### src/rtl/rtc_serial_pkg.sv
package rtc_serial_pkg;

    localparam int BYTE_W     = 8;
    localparam int PHASE_W    = 5;
    localparam int PH_CMD_END = 8;
    localparam int PH_DONE    = 16;

    localparam logic [7:0] CMD_STAT_RD  = 8'h30;
    localparam logic [7:0] CMD_CTRL_RD  = 8'h31;
    localparam logic [7:0] CMD_CTRL_WR  = 8'hB1;
    localparam logic [7:0] CMD_WR_BASE  = 8'h80;
    localparam logic [7:0] STATUS_RST   = 8'h90;
    localparam logic [7:0] CTRL_RST     = 8'h00;
    localparam logic [7:0] STAT_CLR_MSK = 8'h18;
    localparam int         CTRL_CLR_BIT = 2;

    typedef enum logic [2:0] {
        OP_NONE,
        OP_RAM_RD,
        OP_TIME_RD,
        OP_STAT_RD,
        OP_CTRL_RD,
        OP_RAM_WR,
        OP_CTRL_WR
    } rtc_op_e;

    typedef struct packed {
        logic [6:0] sec;
        logic [6:0] min;
        logic [6:0] hour;
        logic [6:0] day;
        logic [6:0] month;
        logic [6:0] year;
    } tod_t;

    function automatic rtc_op_e op_decode(input logic [7:0] c, input int ram_bytes);
        if (int'(c) < ram_bytes)                                  return OP_RAM_RD;
        if (c[7:4] == 4'h2)                                       return OP_TIME_RD;
        if (c == CMD_STAT_RD)                                     return OP_STAT_RD;
        if (c == CMD_CTRL_RD)                                     return OP_CTRL_RD;
        if (c >= CMD_WR_BASE && int'(c - CMD_WR_BASE) < ram_bytes) return OP_RAM_WR;
        if (c == CMD_CTRL_WR)                                     return OP_CTRL_WR;
        return OP_NONE;
    endfunction

    function automatic logic op_is_read(input rtc_op_e op);
        return (op == OP_RAM_RD) || (op == OP_TIME_RD) ||
               (op == OP_STAT_RD) || (op == OP_CTRL_RD);
    endfunction

    function automatic logic [7:0] to_bcd(input logic [6:0] b);
        logic [6:0] tens;
        logic [6:0] ones;
        tens = b / 7'd10;
        ones = b % 7'd10;
        return {tens[3:0], ones[3:0]};
    endfunction

    function automatic logic [7:0] time_field(input logic [3:0] sel, input tod_t t);
        case (sel)
            4'h0:    return to_bcd(t.sec);
            4'h1:    return to_bcd(t.min);
            4'h2:    return to_bcd(t.hour);
            4'h4:    return to_bcd(t.day);
            4'h5:    return to_bcd(t.month);
            4'h6:    return to_bcd(t.year);
            default: return 8'h00;
        endcase
    endfunction

    function automatic logic [7:0] ram_init(input int idx, input logic [7:0] seed);
        return 8'(idx * 37) + seed;
    endfunction

endpackage

### src/rtl/rtc_serial_edge.sv
module rtc_serial_edge (
    input  logic clk,
    input  logic rst,
    input  logic sel,
    input  logic sclk,
    output logic fall
);
    logic sclk_q;

    always_ff @(posedge clk) begin
        if (rst) sclk_q <= 1'b0;
        else     sclk_q <= sclk;
    end

    assign fall = sel & sclk_q & ~sclk;
endmodule

### src/rtl/rtc_serial_shift.sv
module rtc_serial_shift
    import rtc_serial_pkg::*;
(
    input  logic               clk,
    input  logic               rst,
    input  logic               sel,
    input  logic               fall,
    input  logic               din,
    output logic [PHASE_W-1:0] phase,
    output logic [7:0]         cmd,
    output logic [7:0]         val,
    output logic [7:0]         val_nxt,
    output logic               data_fall,
    output logic [2:0]         bit_idx,
    output logic               commit
);
    logic in_cmd;
    logic in_data;

    always_comb begin
        in_cmd    = phase < PHASE_W'(PH_CMD_END);
        in_data   = !in_cmd && (phase < PHASE_W'(PH_DONE));
        val_nxt   = {val[6:0], din};
        data_fall = fall && in_data;
        bit_idx   = phase[2:0];
        commit    = data_fall && (phase == PHASE_W'(PH_DONE - 1));
    end

    always_ff @(posedge clk) begin
        if (rst || !sel) begin
            phase <= '0;
            cmd   <= '0;
            val   <= '0;
        end else if (fall && (in_cmd || in_data)) begin
            phase <= phase + 1'b1;
            if (in_cmd) cmd <= {cmd[6:0], din};
            else        val <= val_nxt;
        end
    end
endmodule

### src/rtl/rtc_serial_regs.sv
module rtc_serial_regs
    import rtc_serial_pkg::*;
#(
    parameter int         RAM_BYTES = 32,
    parameter logic [7:0] INIT_SEED = 8'h5A
) (
    input  logic       clk,
    input  logic       rst,
    input  logic [7:0] cmd,
    input  logic [7:0] val_nxt,
    input  logic       commit,
    input  tod_t       tod,
    output logic [7:0] rd_byte,
    output logic       rd_ok,
    output logic [7:0] status,
    output logic       pwr_clr
);
    localparam int AW = $clog2(RAM_BYTES);

    logic [7:0] mem [RAM_BYTES];
    logic [7:0] ctrl;
    rtc_op_e    op;
    logic [AW-1:0] idx;

    always_comb begin
        op  = op_decode(cmd, RAM_BYTES);
        idx = cmd[AW-1:0];
        case (op)
            OP_RAM_RD:  rd_byte = mem[idx];
            OP_TIME_RD: rd_byte = time_field(cmd[3:0], tod);
            OP_STAT_RD: rd_byte = status;
            OP_CTRL_RD: rd_byte = ctrl;
            default:    rd_byte = 8'h00;
        endcase
        rd_ok = op_is_read(op);
    end

    always_ff @(posedge clk) begin
        if (rst) begin
            for (int i = 0; i < RAM_BYTES; i++) mem[i] <= ram_init(i, INIT_SEED);
        end else if (commit && op == OP_RAM_WR) begin
            mem[idx] <= val_nxt;
        end
    end

    always_ff @(posedge clk) begin
        if (rst) begin
            status  <= STATUS_RST;
            ctrl    <= CTRL_RST;
            pwr_clr <= 1'b0;
        end else begin
            pwr_clr <= 1'b0;
            if (commit && op == OP_CTRL_WR) begin
                ctrl <= val_nxt;
                if (val_nxt[CTRL_CLR_BIT]) begin
                    status  <= status & ~STAT_CLR_MSK;
                    pwr_clr <= 1'b1;
                end
            end
        end
    end
endmodule

### src/rtl/rtc_serial_drv.sv
module rtc_serial_drv (
    input  logic       clk,
    input  logic       rst,
    input  logic       sel,
    input  logic       data_fall,
    input  logic [2:0] bit_idx,
    input  logic       rd_ok,
    input  logic [7:0] rd_byte,
    output logic       dout,
    output logic       dout_en
);
    always_ff @(posedge clk) begin
        if (rst || !sel) begin
            dout    <= 1'b0;
            dout_en <= 1'b0;
        end else if (data_fall && rd_ok) begin
            dout    <= rd_byte[3'd7 - bit_idx];
            dout_en <= 1'b1;
        end
    end
endmodule

### src/rtl/rtc_serial_slave.sv
module rtc_serial_slave
    import rtc_serial_pkg::*;
#(
    parameter int         RAM_BYTES = 32,
    parameter logic [7:0] INIT_SEED = 8'h5A
) (
    input  logic       clk,
    input  logic       rst,
    input  logic       rtc_sel,
    input  logic       rtc_sclk,
    input  logic       rtc_din,
    output logic       rtc_dout,
    output logic       rtc_dout_en,
    input  logic [6:0] tod_sec,
    input  logic [6:0] tod_min,
    input  logic [6:0] tod_hour,
    input  logic [6:0] tod_day,
    input  logic [6:0] tod_month,
    input  logic [6:0] tod_year,
    output logic       pwrfail_clr
);
    logic               fall;
    logic [PHASE_W-1:0] phase;
    logic [7:0]         cmd_q;
    logic [7:0]         val_q;
    logic [7:0]         val_nxt;
    logic               data_fall;
    logic [2:0]         bit_idx;
    logic               commit;
    logic [7:0]         rd_byte;
    logic               rd_ok;
    logic [7:0]         status_q;
    tod_t               tod;

    assign tod = '{sec: tod_sec, min: tod_min, hour: tod_hour,
                   day: tod_day, month: tod_month, year: tod_year};

    rtc_serial_edge u_edge (
        .clk(clk), .rst(rst), .sel(rtc_sel), .sclk(rtc_sclk), .fall(fall)
    );

    rtc_serial_shift u_shift (
        .clk(clk), .rst(rst), .sel(rtc_sel), .fall(fall), .din(rtc_din),
        .phase(phase), .cmd(cmd_q), .val(val_q), .val_nxt(val_nxt),
        .data_fall(data_fall), .bit_idx(bit_idx), .commit(commit)
    );

    rtc_serial_regs #(.RAM_BYTES(RAM_BYTES), .INIT_SEED(INIT_SEED)) u_regs (
        .clk(clk), .rst(rst), .cmd(cmd_q), .val_nxt(val_nxt), .commit(commit),
        .tod(tod), .rd_byte(rd_byte), .rd_ok(rd_ok), .status(status_q),
        .pwr_clr(pwrfail_clr)
    );

    rtc_serial_drv u_drv (
        .clk(clk), .rst(rst), .sel(rtc_sel), .data_fall(data_fall),
        .bit_idx(bit_idx), .rd_ok(rd_ok), .rd_byte(rd_byte),
        .dout(rtc_dout), .dout_en(rtc_dout_en)
    );
endmodule

### config.mk
export PLATFORM = sky130hd
export DESIGN_NAME = rtc_serial_slave
export DESIGN_NICKNAME = d
export VERILOG_FILES = /design/src/rtl/rtc_serial_pkg.sv /design/src/rtl/rtc_serial_edge.sv /design/src/rtl/rtc_serial_shift.sv /design/src/rtl/rtc_serial_regs.sv /design/src/rtl/rtc_serial_drv.sv /design/src/rtl/rtc_serial_slave.sv
export SDC_FILE = /design/constraint.sdc
export NUM_CORES = 1
export LEC_CHECK = 0
export ABC_AREA = 1
export BUFFER_PORTS_ARGS = -buffer_cell sky130_fd_sc_hd__buf_2
export CAP_MARGIN = 0
export CORE_MARGIN = 2
export CORE_UTILIZATION = 62
export CTS_CLUSTER_DIAMETER = 200
export DETAILED_ROUTE_END_ITERATION = 8
export GPL_TIMING_DRIVEN = 0
export PLACE_DENSITY = 0.8
export SYNTH_ARGS = -nofsm -noshare
export SYNTH_HDL_FRONTEND = slang
export SYNTH_SLANG_ARGS = --single-unit
### constraint.sdc
create_clock -name clk -period 4.3 [get_ports clk]
set_input_delay 0.86 -clock clk [delete_from_list [all_inputs] [get_ports clk]]
set_output_delay 0.86 -clock clk [all_outputs]
set_load 0.005 [all_outputs]
# ---- Word level (Yosys, flattened, before mapping)
# Memory sizes are Yosys's and may differ from the RTL's. A register that Yosys moved wholly into a read port is not among the register bits.
# Index checks and enable logic that the tools add are counted.
dict set report classes {
  addsub 3
  div_mod_pow 12
  n_lt_le_gt_ge 6
  n_eq_ne 16
  muxes 49
  n_bitwise 5
  n_reduce_logical 21
}
# cell n
set op_table {}
lappend op_table {{case mux 8 bit (6 select lines)} 1}
lappend op_table {{divider 7 x 4 -> 7 bit, second input constant} 6}
lappend op_table {{remainder unit 7 x 4 -> 7 bit, second input constant} 6}
lappend op_table {{two-way mux 3 bit} 13}
lappend op_table {{less-than comparator 32 x 7 -> 1 bit, second input constant} 1}
lappend op_table {{case mux 8 bit (4 select lines)} 1}
lappend op_table {{two-way mux 1 bit} 29}
lappend op_table {{== test 8 x 6 -> 1 bit, second input constant} 2}
lappend op_table {{two-way mux 5 bit} 3}
lappend op_table {{== test 4 x 3 -> 1 bit, second input constant} 3}
lappend op_table {{== test 3 bit, second input constant} 3}
lappend op_table {{subtractor 8 x 8 -> 9 bit, second input constant} 1}
lappend op_table {{== test 4 x 2 -> 1 bit, second input constant} 2}
lappend op_table {{== test 8 bit, second input constant} 1}
lappend op_table {{greater-or-equal comparator 8 bit, second input constant} 1}
lappend op_table {{logical AND 1 bit} 8}
lappend op_table {{less-than comparator 8 x 6 -> 1 bit, second input constant} 1}
lappend op_table {{two-way mux 8 bit} 1}
lappend op_table {{OR reduction 8 bit} 1}
lappend op_table {{== test 3 x 2 -> 1 bit, second input constant} 2}
lappend op_table {{AND reduction 2 bit} 3}
lappend op_table {{adder 5 x 1 -> 5 bit, second input constant} 1}
lappend op_table {{== test 5 x 4 -> 1 bit, second input constant} 1}
lappend op_table {{logical OR 1 bit} 5}
lappend op_table {{12 further kinds} 16}
dict set report word_totals {
  regBits 33
  ram_bits 256
  output_inout_bits 3
  wordCells 122
  memories 1
}
# name depth word_bits rd rd_clocked_by_memory_dff write_ports line
set mem_list {}
lappend mem_list {u_regs.mem 32 8 1 1 32 rtc_serial_regs.sv:20} ;# logic [7:0] mem [RAM_BYTES];

# ---- Longest topological paths before layout
# Gate-level depths: netlist of run 1.
dict set report depth {
  depth_word 30
  mapped_depth 35
  depth_no_buf 35
}

# ---- Cells and area by module
# From an unflattened synthesis of run 1, not the netlist that was laid out.
dict set report unflattened {
  cells_unflattened 1360
  area_unflattened_um2 13341.5
}
# module instances cells_each area_each_um2 seq_area_each_um2
set modules_own_cells {}
lappend modules_own_cells {rtc_serial_regs 1 1200 12226.7 7887.6}
lappend modules_own_cells {rtc_serial_shift 1 120 895.9 420.4}
lappend modules_own_cells {rtc_serial_drv 1 35 181.4 40.0}
lappend modules_own_cells {rtc_serial_edge 1 5 37.5 20.0}

# ---- Worst setup path after synthesis of run 1
# OpenSTA, ideal clock, no wires.
dict set report synth_timing {
  kind {input-to-reg}
  startpoint {input port tod_day[6]}
  endpoint {register u_drv.dout}
  setup_time_ns 0.120
  arrival_ns 3.218
  required_time_ns 4.180
  setup_slack_ns 0.961
  path_stages 30
  n_path_buf 0
  path_cell_list {nand3_1 -> nand2_2 -> nor2_4 -> nand3_4 -> nand2_2 -> nand2_1 -> inv_2 -> nand2_4 -> nand2_4 -> nand2_1 -> nand2_1 -> inv_1 -> ha_1 -> nand3_1 -> nand2_1 -> nand3_4 -> nand2_4 -> nand2_2 -> nand2_4 -> ha_1 -> inv_1 -> nand2_2 -> nand2_1 -> inv_1 -> a21oi_1 -> nor2_1 -> nand2_1 -> nand2_1 -> nand3_1 -> a21oi_2}
}
dict set report synth_between {
  elab_chain_len 5
}
# item line
set synth_rtl {}
lappend synth_rtl {{from (decl)} rtc_serial_slave.sv:17} ;# input logic [6:0] tod_day,
lappend synth_rtl {{remainder unit 7 x 4 -> 7 bit or divider 7 x 4 -> 7 bit (tied branches)} {rtc_serial_pkg.sv:55, rtc_serial_pkg.sv:54}}
lappend synth_rtl {{case mux 8 bit (6 select lines) (*)} rtc_serial_pkg.sv:60} ;# case (sel)
lappend synth_rtl {{case mux 8 bit (4 select lines) (*)} rtc_serial_regs.sv:28} ;# case (op)
lappend synth_rtl {{binary-select mux 1 bit (select 3 bit) (*)} rtc_serial_drv.sv:17} ;# dout <= rd_byte[3'd7 - bit_idx];
lappend synth_rtl {{two-way mux 1 bit (implied by the code) (*)} rtc_serial_drv.sv:17}
lappend synth_rtl {{to (signal assigned)} rtc_serial_drv.sv:17}
lappend synth_rtl {{to (decl)} rtc_serial_drv.sv:9} ;# output logic dout,
# Mark *: on every way between the ends. The rest lies on a longest branch, timed or not. The select of a mux whose other input is x is not followed.
# A chain may end at the register's enable or synchronous reset.

==> qor.csv, run 1 <==
stage,metric,value,unit
worst_setup_path,cell family with most CP delay,simple AND/OR/NAND/NOR gates,
clock_tree,TritonCTS clock tree,done,
min_path,hold path startpoint,u_shift.phase[4]$_SDFFE_PP0P_,
global_route,pin count of the biggest net entering global routing,15,
global_route,vias in the first global route,11700,
timing,Setup Viol. Count Final,0,
synthesis,Post-synth EDFFs,256,
synthesis,Compound-Gate Fraction of Synth Area,12.6,%
worst_setup_path,Critical Path Start Type,register,
flow_run,max-cap viol count,0,
route,final WL,50400,um
layout,Final Non-Filler Cells,1901,
clock_tree,"Setup Fix Bufs, Post-CTS",0,
route,DR vias,12500,
worst_setup_path,CP Class,reg2reg,
layout,Fill cells,1818,
synthesis,Syn. warnings,0,
timing,Clock Skew,13.4,ps
power,Pleak,5.66,nW
synthesis,Post-Syn Nets,1569,
place,HPWL after detailed placement,34300,um
synthesis,top-area cell type share of the netlist area,54.6,%
timing,Final Critical Period,4010,ps
synthesis,xor and xnor area share after synthesis,0,%
worst_setup_path,crit path from,u_shift.cmd[2]$_SDFFE_PP0P_,
timing,RSZ-0062 raised after global routing,no,
worst_setup_path,Worst R2R Start,u_shift.cmd[2]$_SDFFE_PP0P_,
clock_tree,clk sink count,294,
synthesis,"Seq/Total Area, Yosys",60.0,%
synthesis,"count leader, synth",nand2_1,
timing,Hold Fails Final Rpt,0,
clock_tree,CTS root buf,clkbuf_16,
timing,max_slew headroom,17.2,%
timing,Max Clock Freq,249,MHz
worst_setup_path,CP Max Fanout,10,
power,PwrDens,391,nW/um2
synthesis,mux contribution to synthesized area,0,%
synthesis,unique cell type count in the Yosys netlist,47,
worst_setup_path,CP Cell Sequence,inv_2 -> nand2_4 -> nor2_2 -> clkinv_1 -> nor2_2 -> o31ai_1 -> nor4_1 -> inv_1 -> nor2_1 -> inv_1 -> nor2_1 -> inv_1 -> nand2_1,
die,num rows,55,
synthesis,register bit total from synthesis,294,
synthesis,Async SR Flop Fraction,0,%
clock_tree,Clock Tree Buf Depth,3,
synthesis,largest family of logic cells by synthesized area,simple AND/OR/NAND/NOR gates,
timing,setup TNS,0,ps
clock_tree,hold buffer count at cts,0,
global_route,Global Route Usage Sum,42.0,%
clock_tree,H-tree levels,1,
worst_setup_path,CP Capture Type,register,
layout,synthesis-to-finish area growth,10.3,%
clock_tree,Clock Latency Late Sink,560,ps
die,Die Y-Extent,155,um
timing,Worst Max-Slew Pin Slew,1240,ps
synthesis,post-synthesis simple-gate area fraction,21.8,%
clock_tree,post-CTS sizing,0,
synthesis,Synth area leaders,"edfxtp_1 (55%), nand2_1 (12%), nor2_1 (5.5%)",
clock_tree,"CTS clk-pin slew, worst paths",60,ps
die,num ports,50,
min_path,HP Class,reg2reg,
synthesis,Main synth FF type,edfxtp_1,
worst_setup_path,most frequent CP cell,inv_1,
worst_setup_path,CP Buf/Inv Count,5,
worst_setup_path,crit-path max cell delay,620,ps
synthesis,"area leader, netlist",edfxtp_1,
layout,Nets,1649,
clock_tree,TritonCTS buffer count,29,
layout,fraction of layout instances using a drive strength above 1,8.97,%
synthesis,mapped cell area,14100,um2
global_route,first-pass GRT wire length,72600,um
timing,period utilization,93.4,%
global_route,Overflow after GRT,0,
die,Die ar.,23900,um2
worst_setup_path,critical path required time,4510,ps
outcome,status,finished clean,
synthesis,Mapped Avg Cell Area,9.27,um2
route,drt via density,6.58,
die,CORE AREA,22400,um2
synthesis,Post-synth top cells,"nand2_1 (440), edfxtp_1 (256), nor2_1 (208), a21oi_1 (155), inv_1 (87)",
global_route,initial antenna violation count,0,
route,initial DRC count,2002,
route,first drt pass iteration count,6,
layout,ANT cells,0,
worst_setup_path,slowest CP cell,nor2_1,
worst_setup_path,Critical Path AT,4220,ps
place,placed instance count,1851,
place,routability cong.,1.04,
synthesis,Synth Area in Adders,0.445,%
place,IO Port Bufs,49,
synthesis,Mapped Cells,1517,
route,antenna violation net count after detailed routing,0,
timing,"Slew Viols, Final",0,
power,Tot Pwr,0.00606,W
die,Die X,155,um
power,worst-case vdd ir drop,0.345,mV
route,Residual DRC,0,
layout,final core utilization,69.2,%
route,post-DR wirelength/cell,26.5,um
die,Starting Density,62.7,%
timing,hold slack,469,ps
cells in the final DEF, fill, tap and decap left out, types with 3 or more instances in the layout:
master	Yosys	final
nor2_2	5	5
a211o_1	4	4
o21a_1	3	3
nor2_4	7	7
o311ai_0	8	8
nor2_1	208	208
a32o_1	3	3
inv_2	11	11
dfxtp_1	38	38
a32oi_1	12	12
buf_2	3	52
o211ai_1	6	6
o21ai_0	38	38
a221oi_1	19	19
o21ai_1	4	4
clkbuf_1	62	70
a21oi_1	155	155
clkinv_1	7	13
nand2_4	8	8
ha_1	5	5
nand2_2	17	17
nand3_1	29	29
buf_1	19	19
nor3_1	7	7
a211oi_1	8	8
o311a_1	3	3
o31ai_1	3	3
nor4_1	3	3
nand4_1	5	5
a22oi_1	16	16
clkbuf_16	0	29
nand2_1	440	440
inv_1	87	87
a221o_1	3	3
edfxtp_1	256	256
routing by layer:
metal / wire, um / track usage (%) / vias up
met5: 0 / 0 / -
met4: 3890 / 25.6 / 0
met3: 7820 / 14.7 / 255
met2: 21200 / 61.9 / 1108
met1: 17400 / 53.8 / 5825
li1: - / - / 5330
through the flow:
| step | setup slack [ps] | instance area [um2] |
|---|---|---|
| 6_report | 285 | 15500 |
| 5_1_grt | 186 | 15500 |
| 4_1_cts | 457 | 15500 |
| 3_5_place_dp | 117 | 14700 |
| 3_3_place_gp | 149 | 14700 |
| 2_1_floorplan | 961 | 14100 |
flip-flops by register name (all words and copies together), names as in the netlist, named ones only:
signal          flops
u_shift.val         7
u_regs.ctrl         8
u_shift.cmd         8
u_edge.sclk_q       1
u_regs.pwr_clr      1
u_drv.dout          1
u_drv.dout_en       1
u_shift.phase       5
u_regs.status       1
u_regs.mem        256
path summary, 6_finish.rpt:
check	end	slack, ps	cells past startpoint
worst max-delay path	u_regs.mem[4][3]$_SDFFCE_PN1P_	290	13
worst min-delay path	u_shift.phase[4]$_SDFFE_PP0P_	470	2
worst max register to register	u_regs.mem[4][3]$_SDFFCE_PN1P_	290	13
worst min register to register	u_shift.phase[4]$_SDFFE_PP0P_	470	2
logic make-up after synthesis:
group,Yosys count
flip-flops,294
buffers and inverters,190
AND/OR/NAND/NOR,737
AO/OA/AOI/OAI,291
adder cells (fa/ha/maj),5
cell type report:
cell class                      instances  area (um2)  area share (%)
Clock inverter                         13        92.6           0.597
Tap cell                              285         357            2.30
Inverter                              106         400            2.58
Sequential cell                       294        8450            54.4
Timing Repair Buffer                   49         245            1.58
Multi-Input combinational cell       1033        4900            31.6
Buffer                                 84         319            2.06
Clock buffer                           37         756            4.87
where the power goes:
group          internal, W  total [W]  switching, W
registers          0.00322    0.00327     0.0000523
logic             0.000126   0.000427      0.000301
clock network      0.00129    0.00236       0.00107
total              0.00464    0.00606       0.00143
worst min-delay path, stage by stage, from the launching register on:
cell	delay, ps
dfxtp_1	320
nor2_1	50
nor2_1	70
Note: power is estimated with default switching activity, not from simulation.
==> run 2, diff against run 1 <==
ABC_AREA = not set   (was 1)
==> run 2 against run 1 <==
  * Final area rose by 3.6%
  * Clock-buffer cell count rose by 2
  * Die area rose by 2.1%
  * Largest cell class unchanged
==> qor.csv, run 2 <==
stage,metric,value,unit,change
route,initial DRC count,1518,,-24%
route,first drt pass iteration count,5,,-1
layout,largest registers,"u_regs.mem (256), u_regs.ctrl (8), u_shift.cmd (8)",,
layout,synthesis-to-finish area growth,11.8,%,
timing,Final Critical Period,4180,ps,+164 ps
route,drt via density,7.00,,+6.2%
synthesis,mapped cell area,14400,um2,+2.2%
global_route,Overflow after GRT,0,,unchanged
die,Starting Density,63.3,%,+0.57 points
synthesis,unique cell type count in the Yosys netlist,73,,+55%
timing,RSZ-0062 raised after global routing,yes,,
layout,max FFs per register,256,,unchanged
route,antenna violation net count after detailed routing,0,,unchanged
power,Pleak,5.11,nW,-9.8%
global_route,busiest grt layer,met2,,
worst_setup_path,CP Class,reg2reg,,
timing,Hold Fails Final Rpt,0,,unchanged
layout,"commonest non-fill, non-tap cell in the layout",edfxtp_1,,
layout,Nets,1205,,-27%
layout,most frequent cells in the layout,"edfxtp_1 (256), or3_1 (131), and2_1 (127)",,
worst_setup_path,critical path required time,4750,ps,+240 ps
min_path,Hold Path Depth,2,,unchanged
worst_setup_path,CP Max Fanout,6,,-4
global_route,met2 Use GR,53.9,%,-8.0 points
die,num ports,50,,unchanged
worst_setup_path,Worst R2R Start,u_shift.cmd[0]$_SDFFE_PP0P_,,
layout,Fill cells,1542,,-15%
clock_tree,Clock Tree Buf Depth,3,,unchanged
synthesis,"count leader, synth",edfxtp_1,,
synthesis,Post-synth EDFFs,256,,unchanged
die,Die Y-Extent,156,um,+1.0%
worst_setup_path,Critical Path Start Type,register,,
worst_setup_path,slowest CP cell,a221o_2,,
route,Residual DRC,0,,unchanged
timing,max_slew headroom,23.3,%,+6.1 points
worst_setup_path,CP Cell Sequence,buf_6 -> and3b_4 -> a221o_1 -> o32a_4 -> o211a_4 -> o31ai_4 -> ha_2 -> nor3b_4 -> o32ai_2 -> a221o_2 -> buf_4 -> mux2_1 -> o221ai_2 -> or3_4 -> a21oi_2 -> o311a_1,,
global_route,initial antenna violation count,0,,unchanged
layout,multi-input logic area,5600,um2,+14%
timing,Max Clock Freq,239,MHz,-3.9%
timing,Setup Viol. Count Final,0,,unchanged
min_path,Hold Path End,u_drv.dout_en$_SDFFE_PP0P_,,
global_route,grt met3 use,10.5,%,-4.2 points
synthesis,"Seq/Total Area, Yosys",58.8,%,-1.3 points
timing,"Slew Viols, Final",0,,unchanged
clock_tree,Clock Latency Late Sink,570,ps,about the same
place,HPWL after detailed placement,29000,um,-15%
timing,period utilization,97.2,%,+3.8 points
place,placed instance count,1400,,-24%
layout,Final Non-Filler Cells,1460,,-23%
outcome,status,finished clean,,
worst_setup_path,CP Capture Type,register,,
clock_tree,H-tree levels,1,,unchanged
synthesis,register bit total from synthesis,294,,unchanged
layout,ANT cells,0,,unchanged
synthesis,Post-synth top cells,"edfxtp_1 (256), or3_1 (132), and2_1 (127), mux4_2 (80), clkbuf_1 (78)",,
min_path,HP Class,reg2reg,,
clock_tree,CTS root buf,clkbuf_16,,
synthesis,Syn. warnings,0,,unchanged
synthesis,Main synth FF type,edfxtp_1,,
clock_tree,TritonCTS buffer count,29,,unchanged
worst_setup_path,worst reg2reg path depth,16,,+3
worst_setup_path,crit-path max cell delay,440,ps,-180 ps
worst_setup_path,Crit path depth,16,,+3
power,PwrDens,369,nW/um2,-5.6%
worst_setup_path,cell family with most CP delay,compound AO/OA/AOI/OAI gates,,
timing,Clock Skew,34.6,ps,+21.2 ps
worst_setup_path,CP Buf/Inv Count,2,,-3
die,CORE AREA,22700,um2,+1.2%
route,DR vias,10200,,-18%
worst_setup_path,crit path from,u_shift.cmd[0]$_SDFFE_PP0P_,,
global_route,first-pass GRT wire length,62100,um,-15%
route,post-DR wirelength/cell,29.3,um,+11%
synthesis,"area leader, netlist",edfxtp_1,,
worst_setup_path,"reg-to-reg slack, setup",120,ps,-160 ps
min_path,hold path startpoint,u_drv.dout_en$_SDFFE_PP0P_,,
die,num rows,55,,unchanged
clock_tree,"CTS clk-pin slew, worst paths",70,ps,about the same
global_route,pin count of the biggest net entering global routing,15,,unchanged
synthesis,Async SR Flop Fraction,0,%,unchanged
synthesis,Mapped Cells,1067,,-30%
die,Die X,156,um,+1.0%
timing,Worst Max-Slew Pin Slew,1150,ps,-90.9 ps
clock_tree,clk sink count,294,,unchanged
power,worst-case vdd ir drop,0.327,mV,-5.4%
flow_run,max-cap viol count,0,,unchanged
global_route,vias in the first global route,9761,,-17%
layout,flip-flop and latch area,8450,um2,about the same
global_route,Global Route Usage Sum,35.7,%,-6.3 points
place,routability cong.,0.939,,-9.3%
global_route,GR Layer Usage met1,50.5,%,-3.3 points
layout,fraction of layout instances using a drive strength above 1,21.9,%,+13 points
place,IO Port Bufs,48,,-2.0%
synthesis,top-area cell type share of the netlist area,53.5,%,-1.2 points
synthesis,Synth area leaders,"edfxtp_1 (53%), mux4_2 (13%), or3_1 (5.7%)",,
worst_setup_path,end of the worst register-to-register path,u_drv.dout$_SDFFE_PP0P_,,
synthesis,Mapped Avg Cell Area,13.5,um2,+45%
timing,hold slack,464,ps,-4.81 ps
worst_setup_path,Critical Path AT,4620,ps,+400 ps
clock_tree,TritonCTS clock tree,done,,
route,final WL,42800,um,-15%
die,Die ar.,24400,um2,+2.1%
layout,Reg with most FFs,u_regs.mem,,
synthesis,Post-Syn Nets,1119,,-29%
[run 2: what timing repair did]
action                                  in CTS  in global routing
setup buffers                                1                  7
resized for setup                           14                 25
endpoints found under the setup margin       1                  1
hold buffers                                 0                  0
pin swaps                                    1                 13
[run 2: worst max path at each step]
stage / end / slack, ps
6_report: u_drv.dout$_SDFFE_PP0P_ / 120
5_1_grt: u_drv.dout$_SDFFE_PP0P_ / -40
4_1_cts: u_drv.dout$_SDFFE_PP0P_ / 20
3_5_place_dp: u_drv.dout$_SDFFE_PP0P_ / -500
3_3_place_gp: u_drv.dout$_SDFFE_PP0P_ / -420
2_1_floorplan: u_drv.dout$_SDFFE_PP0P_ / 20
[run 2: layout make-up]
type	instances	area share (%)
Tap cell	285	2.22
Buffer	101	2.96
Sequential cell	294	52.6
Clock buffer	39	4.75
Clock inverter	14	0.568
Inverter	9	0.218
Timing Repair Buffer	56	1.87
Multi-Input combinational cell	662	34.8
[run 2: per-stage QoR]
stage	area, um2	util, %	setup WS [ps]	power [W]	TNS [ps]
global route	16100	70.8	-44.0	0.00603	-44.0
finish	16100	70.8	121	0.00593	0
CTS	15900	70.2	16.8	0.00587	0
detailed placement	15000	66.1	-498	0.00360	-1570
floorplan	14400	-	20.6	0.00348	0
global placement	15000	66.1	-425	0.00358	-425
[run 2: worst min-delay path, cell delays in order, from the launching register on]
cell,delay (ps)
dfxtp_1,320
nor2_1,50
nor2_1,70
[run 2: report_power, final]
group | leakage, nW | total, W | internal, W | switching (W)
combinational | 1.87 | 0.000308 | 0.000132 | 0.000176
clock | 0.421 | 0.00237 | 0.00130 | 0.00107
sequential | 2.81 | 0.00325 | 0.00321 | 0.0000361
[run 2: cells by family after synthesis]
logic type / after synthesis / share of synthesized area (%)
flops: 294 / 58.8
buf+inv: 111 / 3.17
fa+ha+maj: 5 / 0.435
simple gates: 462 / 18.5
xor+xnor: 6 / 0.366
mux: 112 / 14.8
compound gates: 77 / 3.97
[run 2: routing by layer]
metal,share of wire (%),vias to the layer above
met1,35,4991
met2,45,896
met3,16,143
met5,0,-
li1,-,4184
met4,4.1,0
